$ cat src/rtl/wcu_pkg.sv
// Shared helpers for the warp compaction unit.
// Assumes the flat layout used everywhere: slot index = warp * lanes + lane.
package wcu_pkg;
    // Flat slot index of a given warp and lane
    function automatic int slot_of(input int w, input int l, input int lanes);
        return w * lanes + l;
    endfunction
endpackage

$ cat src/rtl/wcu_lane_pick.sv
// Per-lane priority encoder: selects the lowest-numbered warp still pending
// in this lane and forwards that warp's identifier for the lane.
// Assumes pend_col bit w is the pending flag of warp w for this lane.
module wcu_lane_pick #(
    parameter int WARPS = 2,
    parameter int TID_W = 8
) (
    input  logic [WARPS-1:0]       pend_col,
    input  logic [WARPS*TID_W-1:0] tid_col,
    output logic                   hit,
    output logic [WARPS-1:0]       grant,
    output logic [TID_W-1:0]       tid
);
    // Lowest-index-first search; identifier is zero when nothing is pending
    always_comb begin
        hit   = 1'b0;
        grant = '0;
        tid   = '0;
        for (int w = 0; w < WARPS; w++) begin
            if (pend_col[w] && !hit) begin
                hit      = 1'b1;
                grant[w] = 1'b1;
                tid      = tid_col[w*TID_W +: TID_W];
            end
        end
    end
endmodule

$ cat src/rtl/wcu_tally.sv
// Counter of compacted warps issued since the last accepted load.
// Assumes step is asserted at most MAXV times between two clears.
module wcu_tally #(
    parameter int MAXV  = 2,
    parameter int CNT_W = 2
) (
    input  logic             clk,
    input  logic             rst_n,
    input  logic             clear,
    input  logic             step,
    output logic [CNT_W-1:0] count
);
    // Clear on an accepted load, advance once per issued warp
    always_ff @(posedge clk) begin
        if (!rst_n)     count <= '0;
        else if (clear) count <= '0;
        else if (step)  count <= count + 1'b1;
    end

    // the count never goes past the number of input warps
    a_r9_count_bound: assert property (@(posedge clk) disable iff (!rst_n)
        count <= CNT_W'(MAXV));
endmodule

$ cat src/rtl/warp_compactor.sv
// Warp compaction unit top. It holds the pending thread set of one thread
// block and, through one priority encoder per lane, issues one lane-preserving
// compacted warp per cycle until the set is empty, then pulses done.
// Assumes load is only acted upon while idle; a load while busy is dropped.
module warp_compactor
    import wcu_pkg::*;
#(
    parameter int LANES = 4,
    parameter int WARPS = 2,
    parameter int TID_W = 8
) (
    input  logic                         clk,
    input  logic                         rst_n,
    input  logic                         load,
    input  logic [WARPS*LANES-1:0]       in_mask,
    input  logic [WARPS*LANES*TID_W-1:0] in_tid,
    output logic                         out_valid,
    output logic [LANES-1:0]             out_mask,
    output logic [LANES*TID_W-1:0]       out_tid,
    output logic                         done,
    output logic [$clog2(WARPS+1)-1:0]   warp_count
);
    localparam int SLOTS = WARPS * LANES;
    localparam int CNT_W = $clog2(WARPS + 1);

    logic [SLOTS-1:0]       pend_q;
    logic [SLOTS*TID_W-1:0] tid_q;
    logic                   busy_q;
    logic                   done_q;
    logic [SLOTS-1:0]       clr;
    logic [SLOTS-1:0]       pend_next;
    logic                   accept;

    logic [WARPS-1:0]       col_pend  [LANES];
    logic [WARPS-1:0]       col_grant [LANES];
    logic [WARPS*TID_W-1:0] col_tid   [LANES];

    // Regroup the flat storage into per-lane columns and gather the clear mask
    for (genvar l = 0; l < LANES; l++) begin : g_lane
        for (genvar w = 0; w < WARPS; w++) begin : g_warp
            localparam int S = slot_of(w, l, LANES);
            assign col_pend[l][w]                 = pend_q[S];
            assign col_tid[l][w*TID_W +: TID_W]   = tid_q[S*TID_W +: TID_W];
            assign clr[S]                         = col_grant[l][w];
        end
        wcu_lane_pick #(.WARPS(WARPS), .TID_W(TID_W)) u_pick (
            .pend_col (col_pend[l]),
            .tid_col  (col_tid[l]),
            .hit      (out_mask[l]),
            .grant    (col_grant[l]),
            .tid      (out_tid[l*TID_W +: TID_W])
        );
    end

    assign accept    = load && !busy_q;
    assign pend_next = pend_q & ~clr;
    assign out_valid = busy_q;
    assign done      = done_q;

    // Load a new set when idle, otherwise retire the lanes issued this cycle
    always_ff @(posedge clk) begin
        if (!rst_n) begin
            pend_q <= '0;
            tid_q  <= '0;
            busy_q <= 1'b0;
            done_q <= 1'b0;
        end else if (accept) begin
            pend_q <= in_mask;
            tid_q  <= in_tid;
            busy_q <= |in_mask;
            done_q <= ~|in_mask;
        end else if (busy_q) begin
            pend_q <= pend_next;
            busy_q <= |pend_next;
            done_q <= ~|pend_next;
        end else begin
            done_q <= 1'b0;
        end
    end

    wcu_tally #(.MAXV(WARPS), .CNT_W(CNT_W)) u_tally (
        .clk   (clk),
        .rst_n (rst_n),
        .clear (accept),
        .step  (busy_q),
        .count (warp_count)
    );

    // a valid warp always carries at least one thread
    a_r6_valid_nonempty: assert property (@(posedge clk) disable iff (!rst_n)
        out_valid |-> (out_mask != '0));

    // each busy cycle removes exactly the issued threads from the pending set
    a_r7_drain_exact: assert property (@(posedge clk) disable iff (!rst_n)
        busy_q |=> ($countones(pend_q) + $countones($past(out_mask))
                    == $countones($past(pend_q))));

    // done is never raised while warps are still being issued
    a_r8_done_idle: assert property (@(posedge clk) disable iff (!rst_n)
        done |-> !out_valid);

    // the end of a sequence is always announced by done
    a_r8_end_flags_done: assert property (@(posedge clk) disable iff (!rst_n)
        $fell(busy_q) |-> done);

    // while busy the pending set only shrinks, so a new load cannot add work
    a_r11_no_reload: assert property (@(posedge clk) disable iff (!rst_n)
        busy_q |=> ((pend_q & ~$past(pend_q)) == '0));

    // the count holds while idle with no load
    a_r9_count_hold: assert property (@(posedge clk) disable iff (!rst_n)
        (!busy_q && !load) |=> $stable(warp_count));
endmodule

$ cat config.mk
export PLATFORM = sky130hd
export DESIGN_NAME = warp_compactor
export DESIGN_NICKNAME = d
export VERILOG_FILES = /design/src/rtl/wcu_pkg.sv /design/src/rtl/wcu_lane_pick.sv /design/src/rtl/wcu_tally.sv /design/src/rtl/warp_compactor.sv
export SDC_FILE = /design/constraint.sdc
export NUM_CORES = 1
export LEC_CHECK = 0
export ABC_AREA = 0
export BUFFER_PORTS_ARGS = -buffer_cell sky130_fd_sc_hd__buf_2
export CAP_MARGIN = 40
export CORE_MARGIN = 2
export CORE_UTILIZATION = 40
export CTS_BUF_LIST = sky130_fd_sc_hd__clkbuf_8
export DETAILED_ROUTE_END_ITERATION = 6
export PLACE_DENSITY = 0.68
export SYNTH_ARGS = -nofsm -noshare
export SYNTH_HDL_FRONTEND = slang
export SYNTH_SLANG_ARGS = --single-unit
$ cat constraint.sdc
create_clock -name clk -period 1.5 [get_ports clk]
set_input_delay 0.15 -clock clk [delete_from_list [all_inputs] [get_ports clk]]
set_output_delay 0.15 -clock clk [all_outputs]
set_load 0.01 [all_outputs]
==> results of run 1 <==
==> cell families (layout without fill, tap and decap cells) <==
logic type             count (synthesis)  count (layout)  share of synthesized area (%)
AOI/OAI and AO/OA                    108             108                           23.3
buffers and inverters                 40             143                           7.21
and+or+nand+nor                      222             222                           26.4
muxes                                  8               8                           2.16
DFF                                   76              76                           41.0
==> registers in the layout (all words and copies together) (netlist names) <==
register	cells
done	1
out_valid	1
pend_q	8
tid_q	64
u_tally.count	2
==> stage by stage <==
step	instance area [µm²]	setup WS (ps)	instances	utilization, %
after floorplan	3710	341	454	-
after global placement	4300	234	652	47.3
after detailed placement	4300	230	652	47.3
after CTS	4510	53.5	668	49.6
after global routing	4520	1.62	668	49.6
final	4520	51.6	668	49.6
==> how the worst min path moves through the flow <==
stage	start	end	slack, ps
after floorplan	in_tid[0]	tid_q[0]$_SDFFE_PN0P_	280
final	in_tid[5]	tid_q[5]$_SDFFE_PN0P_	40
after detailed placement	in_tid[8]	tid_q[8]$_SDFFE_PN0P_	400
after global placement	in_tid[21]	tid_q[21]$_SDFFE_PN0P_	390
after CTS	in_tid[12]	tid_q[12]$_SDFFE_PN0P_	20
after global routing	in_tid[44]	tid_q[44]$_SDFFE_PN0P_	20
==> power breakdown <==
group / leakage [µW] / switching, µW / internal, µW / total, µW
Combinational: 0.00119 / 342 / 304 / 646
Sequential: 0.000627 / 87.6 / 2140 / 2230
Clock: 0.000107 / 757 / 849 / 1610
Total: 0.00192 / 1190 / 3290 / 4480
==> routing by layer <==
layer	up-vias	global-route usage [%]	part of all wire, %
met1	1476	20.8	44
met4	0	5.27	1.5
met2	78	29.7	48
li1	1659	-	-
met5	-	0	0
met3	9	5.08	6.0
==> cell usage after synthesis (3+ instances only) <==
library cell,count
a21boi_0,4
a21boi_1,20
a21boi_2,40
a21oi_1,3
and2_1,4
buf_12,5
buf_2,8
buf_4,5
clkbuf_1,21
dfxtp_1,76
mux2i_1,8
nand2_1,157
nand2_2,40
nand3_1,4
nor2_1,6
o21ai_0,36
or2_2,4
==> worst max-delay path, delay by kind of cell (launching register included) <==
family	cells	cell delay (ps)
flip-flops	1	470
AND/OR/NAND/NOR	1	80
AO/OA/AOI/OAI	1	230
buffers and inverters	1	180
==> final cells by class <==
class | count | area [µm²] | area share [%]
Clock buffer | 11 | 151 | 3.35
Clock inverter | 5 | 51.3 | 1.14
Multi-Input combinational cell | 338 | 1930 | 42.6
Sequential cell | 76 | 1530 | 33.9
Tap cell | 111 | 139 | 3.07
Timing Repair Buffer | 127 | 718 | 15.9
==> results.md, run 1 <==
* Status: finished clean
* DIE AREA at 10,100 µm²
* Period utilisation layout at 96.6%
* Antenna Nets Post-Route at 0
* Largest incremental delay on the critical path at 470 ps
* Pleak at 0.00192 µW
* Fmax at 690 MHz
* CP Data Required Time at 1350 ps
* CTS tree: yes
* DR DRC count at 0
* Tmin final at 1450 ps
* Post-synth EDFFs at 0
* Largest net degree at the start of global routing at 41
* Post-DP HPWL at 5980 µm
* Worst Setup End Kind: output port
* Ys flop type: dfxtp_1
* Critical path cell sequence: nand2_1 -> o21ai_0 -> buf_2
* Setup tns final at 0 ps
* Share of layout cells above drive strength 1 at 42.2%
* Most frequent cells in the layout: nand2_1 (157), buf_2 (114), dfxtp_1 (70), nand2_2 (40), a21boi_2 (40)
* Crit path launch: pend_q[5]$_SDFFE_PN0P_
* Worst r2r dst: done$_SDFF_PN0_
* Area Growth Syn to Fin at 21.7%
* Mapped Nets at 529
* R2R setup slack at 260 ps
* Worst-path clk slew at 80 ps
* Hold Path Depth at 3
* Pins over their slew limit at 0
* Max Cap Viol at 0
* Tot GR Track Use at 17.3%
* Mapped Area at 3710 µm²
* VDD IR-drop max at 0.402 mV
* # setup viols final at 0
* Core Box Area at 9110 µm²
* Final hold violation count at 0
* Starting Density at 40.8%
* Reg2Reg Launch Point: out_valid$_SDFF_PN0_
* Slowest CP cell: dfxtp_2
* Top cells by area, synth: dfxtp_1 (41%), nand2_1 (16%), a21boi_2 (12%), nand2_2 (6.7%), o21ai_0 (4.9%)
* Synth warn at 0
* Final net count at 627
* Drt total wl at 8560 µm
* # fillers at 897
* Chip Height at 100 µm
* Post-Syn Instances at 454
* CP Capture Point: out_tid[10]
* Io pins at 115
* Yosys reg bits at 76
* RSZ-0062 raised after global routing: false
* Avg Inst Size Synth at 8.18 µm²
* Die X at 100 µm
* Initial antenna violation count at 0
* Commonest non-fill, non-tap cell in the layout: nand2_1
* Overflow after GRT at 0
* Share of the synthesized area in the top cell type at 41.0%
* Number of global-route vias before repair at 3,163
* Hold_buf cts at 0
* Drt via density at 4.82
* Row count at 35
* Clock Path Buffers at 2
* Initial DRC count at 92
* DRT Pass-1 Iters at 5
* Post-synth cell types at 26
* PD cells at 991 nW/µm²
* Via count at 3,222
* Hold crit path type: input port to flop
* FFs w/ async S/R, synth at 0%
* Worst-margin pin slew at 482 ps
* Total power at 4480 µW
* Crit path launch type: flop
* GPL Wtd Cong at 0.756
* Root Buffer: clkbuf_8
* Worst hold slack at 35.7 ps
* First-pass GRT wire length at 14,100 µm
* H-tree depth at 3
* Cts repair resizes at 6
* Worst rel slew slack at 67.9%
* Cell taking the most area after synthesis: dfxtp_1
* # diodes at 0
* CP arrival at 1300 ps
* R2r worst-path depth at 4
* Total CTS buffers at 9
* Worst Path Max Fanout at 12
* CP Class: flop to output port
* Avg WL per Cell at 12.8 µm
* Clk Latency, worst-skew pair at 340 ps
* Final Skew at 7.00 ps
* Clk sinks at 76
* Setup bufs post-CTS at 0
* Port Buffer Count at 114
* Seq/Total Area, Yosys at 41.0%
No activity file was read; power rests on OpenSTA's default activity.
==> inputs of run 2 (changes only) <==
--- a/config.mk
+++ b/config.mk
@@ -8,11 +8,13 @@
 export ABC_AREA = 0
 export BUFFER_PORTS_ARGS = -buffer_cell sky130_fd_sc_hd__buf_2
 export CAP_MARGIN = 40
+export CELL_PAD_IN_SITES_DETAIL_PLACEMENT = 1
+export CELL_PAD_IN_SITES_GLOBAL_PLACEMENT = 2
 export CORE_MARGIN = 2
-export CORE_UTILIZATION = 40
+export CORE_UTILIZATION = 30
 export CTS_BUF_LIST = sky130_fd_sc_hd__clkbuf_8
 export DETAILED_ROUTE_END_ITERATION = 6
-export PLACE_DENSITY = 0.68
+export PLACE_DENSITY = 0.85
 export SYNTH_ARGS = -nofsm -noshare
 export SYNTH_HDL_FRONTEND = slang
 export SYNTH_SLANG_ARGS = --single-unit
==> results.md, run 2 (same netlist as run 1, synthesis figures left out) <==
* Status: finished clean
* Core Box Area at 12,100 µm² (+32%)
* Hold crit path type: input port to flop
* Met1 Use GR at 19.0% (-1.8 points)
* Largest net degree at the start of global routing at 65 (+59%)
* Max Cap Viol at 0 (unchanged)
* PD cells at 1000 nW/µm² (+0.92%)
* Most frequent cells in the layout: nand2_1 (157), buf_2 (114), dfxtp_1 (69), nand2_2 (40), a21boi_2 (40)
* DRT Pass-1 Iters at 4 (-1)
* DIE AREA at 13,300 µm² (+32%)
* Antenna Nets Post-Route at 0 (unchanged)
* Top reg by flops: tid_q
* Clk sinks at 76 (unchanged)
* Fmax at 700 MHz (+1.4%)
* Largest registers: tid_q (64), pend_q (8), u_tally.count (2)
* CP Data Required Time at 1350 ps (about the same)
* Initial DRC count at 92 (unchanged)
* Row count at 40 (+14%)
* Period utilisation layout at 95.2% (-1.4 points)
* Clk Latency, worst-skew pair at 350 ps (about the same)
* Commonest non-fill, non-tap cell in the layout: nand2_1
* GPL Wtd Cong at 0.741 (-1.9%)
* Finished Layout Cells at 738 (+10%)
* Initial antenna violation count at 0 (unchanged)
* Critical path cell sequence: buf_8 -> or2_2 -> buf_2
* Final hold violation count at 0 (unchanged)
* Total power at 4790 µW (+6.9%)
* # placed instances at 711 (+9.0%)
* Pleak at 0.00201 µW (+4.6%)
* Worst-path clk slew at 80 ps (about the same)
* Drt total wl at 10,300 µm (+20%)
* Starting Density at 30.8% (-10 points)
* Most Used Layer, Global Route: met2
* CP Class: flop to output port
* GR Util met2 at 27.6% (-2.2 points)
* Setup tns final at 0 ps (unchanged)
* Fin worst setup slack at 72.0 ps (+20.4 ps)
* Tmin final at 1430 ps (-20.4 ps)
* First-pass GRT wire length at 16,500 µm (+17%)
* Crit path launch type: flop
* DR DRC count at 0 (unchanged)
* Worst rel slew slack at 68.1% (+0.22 points)
* Worst-margin pin slew at 478 ps (-3.24 ps)
* Via count at 3,338 (+3.6%)
* Final net count at 640 (+2.1%)
* Clock Path Buffers at 2 (unchanged)
* Slowest CP cell: dfxtp_2
* Max reg flops at 64 (unchanged)
* Drt via density at 4.52 (-6.2%)
* Total CTS buffers at 9 (unchanged)
* # diodes at 0 (unchanged)
* Worst Path Max Fanout at 19 (+7)
* Final Skew at 4.34 ps (-2.66 ps)
* Largest incremental delay on the critical path at 340 ps (-130 ps)
* Overflow after GRT at 0 (unchanged)
* CTS tree: yes
* Share of layout cells above drive strength 1 at 41.6% (-0.61 points)
* CP arrival at 1280 ps (-20 ps)
* Root Buffer: clkbuf_8
* Die X at 115 µm (+15%)
* RSZ-0062 raised after global routing: false
* Design area at 4790 µm² (+6.0%)
* # fillers at 1,471 (+64%)
* Chip Height at 115 µm (+15%)
* H-tree depth at 3 (unchanged)
* Worst Setup End Kind: output port
* VDD IR-drop max at 0.389 mV (-3.2%)
* Avg WL per Cell at 13.9 µm (+8.5%)
* Placed Area at 4420 µm² (+2.6%)
* Port Buffer Count at 114 (unchanged)
* Pins over their slew limit at 0 (unchanged)
* # setup viols final at 0 (unchanged)
* Met3 GRT Util at 3.11% (-2.0 points)
* Setup bufs post-CTS at 0 (unchanged)
* Area Growth Syn to Fin at 28.9%
* Io pins at 115 (unchanged)
* Number of global-route vias before repair at 3,456 (+9.3%)
* Post-Place Worst Slack at 147 ps (-83.0 ps)
* Post-DP HPWL at 7310 µm (+22%)
* Tot GR Track Use at 16.0% (-1.3 points)
[run 2: cell count changes in the layout (fill, tap and decap cells not counted), sizes merged]
cell	previous run	this run
dlygate4sd3	0	11
buf	127	129
bufinv	1	3
clkbuf	11	9
clkinvlp	1	0
inv	1	2
[run 2: final cells by class]
class | count | area (µm²) | share of cell area, %
Tap cell | 168 | 210 | 4.39
Clock buffer | 9 | 124 | 2.59
Multi-Input combinational cell | 338 | 1930 | 40.2
Sequential cell | 76 | 1540 | 32.2
Timing Repair Buffer | 140 | 876 | 18.3
Clock inverter | 7 | 108 | 2.25
[run 2: per-stage QoR]
stage / hold slack [ps] / util (%)
finish: 26.4 / 39.7
global placement: 392 / 36.6
global route: 11.0 / 39.7
floorplan: 277 / -
detailed placement: 396 / 36.6
CTS: 0.135 / 39.6
[run 2: path summary, 6_finish.rpt]
path / startpoint / to / slack [ps] / cells after the start
worst min-delay path: in_tid[20] / tid_q[20]$_SDFFE_PN0P_ / 30 / 3
worst max-delay path: pend_q[2]$_SDFFE_PN0P_ / out_mask[2] / 70 / 3
worst max register to register: out_valid$_SDFF_PN0_ / tid_q[11]$_SDFFE_PN0P_ / 230 / 4
worst min register to register: tid_q[37]$_SDFFE_PN0P_ / tid_q[37]$_SDFFE_PN0P_ / 460 / 2
[run 2: critical path: cells and delay by family (launching register included)]
family | cells | cell delay [ps]
buf+inv | 2 | 290
simple gates | 1 | 290
flops | 1 | 340
[run 2: power by group]
| part | leakage (µW) | total (µW) | switching [µW] | internal, µW |
|---|---|---|---|---|
| Sequential | 0.000629 | 2230 | 92.1 | 2130 |
| Combinational | 0.00126 | 703 | 364 | 339 |
| Clock | 0.000126 | 1860 | 770 | 1090 |
| Total | 0.00201 | 4790 | 1230 | 3560 |
[run 2: routing by layer]
| layer | vias to the layer above | part of all wire, % |
|---|---|---|
| li1 | 1681 | - |
| met4 | 0 | 2.4 |
| met5 | - | 0 |
| met3 | 17 | 4.1 |
| met1 | 1570 | 44 |
| met2 | 70 | 50 |
[run 2: timing repair]
action / in CTS / in global routing
hold endpoints to repair: 11 / 0
hold buffers: 11 / 0
gates resized for setup: 10 / 6
setup endpoints to repair: 35 / 8
pin swaps: 0 / 0
==> inputs of run 3 (changes only) <==
--- a/config.mk
+++ b/config.mk
@@ -10,11 +10,13 @@
 export CAP_MARGIN = 40
 export CELL_PAD_IN_SITES_DETAIL_PLACEMENT = 1
 export CELL_PAD_IN_SITES_GLOBAL_PLACEMENT = 2
+export CORE_ASPECT_RATIO = 0.5
 export CORE_MARGIN = 2
 export CORE_UTILIZATION = 30
 export CTS_BUF_LIST = sky130_fd_sc_hd__clkbuf_8
 export DETAILED_ROUTE_END_ITERATION = 6
-export PLACE_DENSITY = 0.85
+export PLACE_DENSITY = 0.86
+export SETUP_SLACK_MARGIN = 0.2
 export SYNTH_ARGS = -nofsm -noshare
 export SYNTH_HDL_FRONTEND = slang
 export SYNTH_SLANG_ARGS = --single-unit
==> results.md, run 3 (same netlist as run 1, synthesis figures left out) <==
* Clk sinks at 76 (unchanged)
* Setup tns final at 0 ps (unchanged)
* Top reg by flops: tid_q
* Post-DP HPWL at 6860 µm (-6.2%)
* DRT Pass-1 Iters at 4 (unchanged)
* Int Power at 3210 µW (-10%)
* Drt total wl at 11,000 µm (+7.7%)
* Starting Density at 31.1% (+0.30 points)
* Final hold violation count at 0 (unchanged)
* PD cells at 859 nW/µm² (-14%)
* Crit path launch type: flop
* Pleak at 0.00235 µW (+17%)
* Total CTS buffers at 9 (unchanged)
* VDD IR-drop max at 0.358 mV (-7.9%)
* Io pins at 115 (unchanged)
* Area Growth Syn to Fin at 41.4%
* Initial DRC count at 97 (+5.4%)
* Via count at 3,381 (+1.3%)
* Worst rel slew slack at 69.6% (+1.4 points)
* Pins over their slew limit at 0 (unchanged)
* First-pass GRT wire length at 16,100 µm (-2.0%)
* CP Data Required Time at 1350 ps (about the same)
* Worst Path Max Fanout at 4 (-15)
* CTS tree: yes
* # diodes at 0 (unchanged)
* CP arrival at 1240 ps (-40 ps)
* Hold crit path type: input port to flop
* Worst-margin pin slew at 457 ps (-21.7 ps)
* RSZ-0062 raised after global routing: true
* Drt via density at 4.55 (+0.61%)
* DIE AREA at 13,300 µm² (+0.41%)
* Tot GR Track Use at 15.5% (-0.52 points)
* H-tree depth at 3 (unchanged)
* Core Box Area at 11,900 µm² (-0.95%)
* Final Skew at 6.45 ps (+2.11 ps)
* GPL Wtd Cong at 0.715 (-3.6%)
* Max Cap Viol at 0 (unchanged)
* CP Class: flop to output port
* Logic gate share of total power at 19.4% (+4.7 points)
* Port Buffer Count at 114 (unchanged)
* Antenna Nets Post-Route at 0 (unchanged)
* Clock Power Share at 30.9% (-7.9 points)
* Tmin final at 1390 ps (-34.3 ps)
* Row count at 28 (-30%)
* Period utilisation layout at 92.9% (-2.3 points)
* Worst Setup End Kind: output port
* Clock Path Buffers at 2 (unchanged)
* Final net count at 648 (+1.3%)
* Number of global-route vias before repair at 3,289 (-4.8%)
* Flop pwr share at 49.7% (+3.2 points)
* Status: finished clean
* Root Buffer: clkbuf_8
* Most frequent cells in the layout: nand2_1 (128), buf_2 (108), dfxtp_1 (68), nand2_2 (56), a21boi_2 (40)
* Fmax at 718 MHz (+2.5%)
* Commonest non-fill, non-tap cell in the layout: nand2_1
* Max reg flops at 64 (unchanged)
* # fillers at 1,435 (-2.4%)
* Total net switching power at 1300 µW (+6.1%)
* Overflow after GRT at 0 (unchanged)
* Die X at 161 µm (+40%)
* Chip Height at 82.7 µm (-28%)
* Initial antenna violation count at 0 (unchanged)
* Hold_buf cts at 0 (-11)
* Avg WL per Cell at 14.9 µm (+6.9%)
* Largest net degree at the start of global routing at 36 (-45%)
* Share of layout cells above drive strength 1 at 53.6% (+12 points)
* Sw frac at 28.9% (+3.3 points)
* # setup viols final at 0 (unchanged)
* Clk Latency, worst-skew pair at 350 ps (about the same)
* Worst hold slack at 26.8 ps (+0.389 ps)
* Worst-path clk slew at 80 ps (about the same)
* DR DRC count at 0 (unchanged)
* Largest registers: tid_q (64), pend_q (8), u_tally.count (2)
## run 3: changes by cell type in the layout (fill, tap and decap cells not counted), moves of 10 or more
cell / before / now
nand2_2: 40 / 56
o21ai_0: 34 / 4
dlygate4sd3_1: 11 / 0
nand2_1: 157 / 128
o21ai_2: 0 / 21
buf_6: 0 / 10
nand2_4: 0 / 13
## run 3: layout make-up
| cell class | instances | area (µm²) | area share (%) |
|---|---|---|---|
| Clock buffer | 10 | 138 | 2.62 |
| Timing Repair Buffer | 148 | 1140 | 21.7 |
| Multi-Input combinational cell | 338 | 2180 | 41.5 |
| Sequential cell | 76 | 1550 | 29.6 |
| Clock inverter | 6 | 31.3 | 0.596 |
| Tap cell | 165 | 206 | 3.93 |
## run 3: worst paths after layout
kind,from,end,slack (ps),cells past startpoint
setup / recovery,pend_q[0]$_SDFFE_PN0P_,out_tid[0],110,3
hold reg to reg,tid_q[36]$_SDFFE_PN0P_,tid_q[36]$_SDFFE_PN0P_,460,2
setup reg to reg,out_valid$_SDFF_PN0_,tid_q[11]$_SDFFE_PN0P_,280,5
hold / removal,in_tid[63],tid_q[63]$_SDFFE_PN0P_,30,3
## run 3: metal layers
metal	track usage (%)	share of wire [%]	vias to the layer above
li1	-	-	1711
met1	19.5	49	1619
met2	26.5	47	45
met3	4.00	3.3	6
met4	4.55	0.75	0
met5	0	0	-
## run 3: worst max-delay path: stages, from the launching register on
cell and delay, ps:
dfxtp_4 380, bufbuf_16 270, o21ai_4 130, buf_6 120
## run 3: repair_timing
item,in CTS,in global routing
endpoints found under the setup margin,36,67
gates cloned,5,6
pin swaps,6,7
resized for setup,71,71
buffers inserted,9,2
## run 3: metrics by stage
| stage | util (%) | total power, µW | area [µm²] | std cells | setup slack [ps] |
|---|---|---|---|---|---|
| 5_1_grt | 43.9 | 4750 | 5250 | 743 | 41.0 |
| 3_3_place_gp | 36.6 | 2940 | 4380 | 705 | 230 |
| 4_1_cts | 40.6 | 4450 | 4850 | 735 | 82.1 |
| 6_report | 43.9 | 4510 | 5250 | 743 | 106 |
| 2_1_floorplan | - | 2710 | 3710 | 454 | 341 |
| 3_5_place_dp | 36.6 | 2950 | 4380 | 705 | 205 |
## run 3: power groups by stage
| stage | Combinational [µW] | Sequential, µW | Clock, µW |
|---|---|---|---|
| final | 873 | 2240 | 1390 |
| after global routing | 958 | 2260 | 1530 |
| after CTS | 782 | 2220 | 1440 |
| after detailed placement | 684 | 2270 | 0 |
| after global placement | 674 | 2260 | 0 |
| after floorplan | 481 | 2230 | 0 |
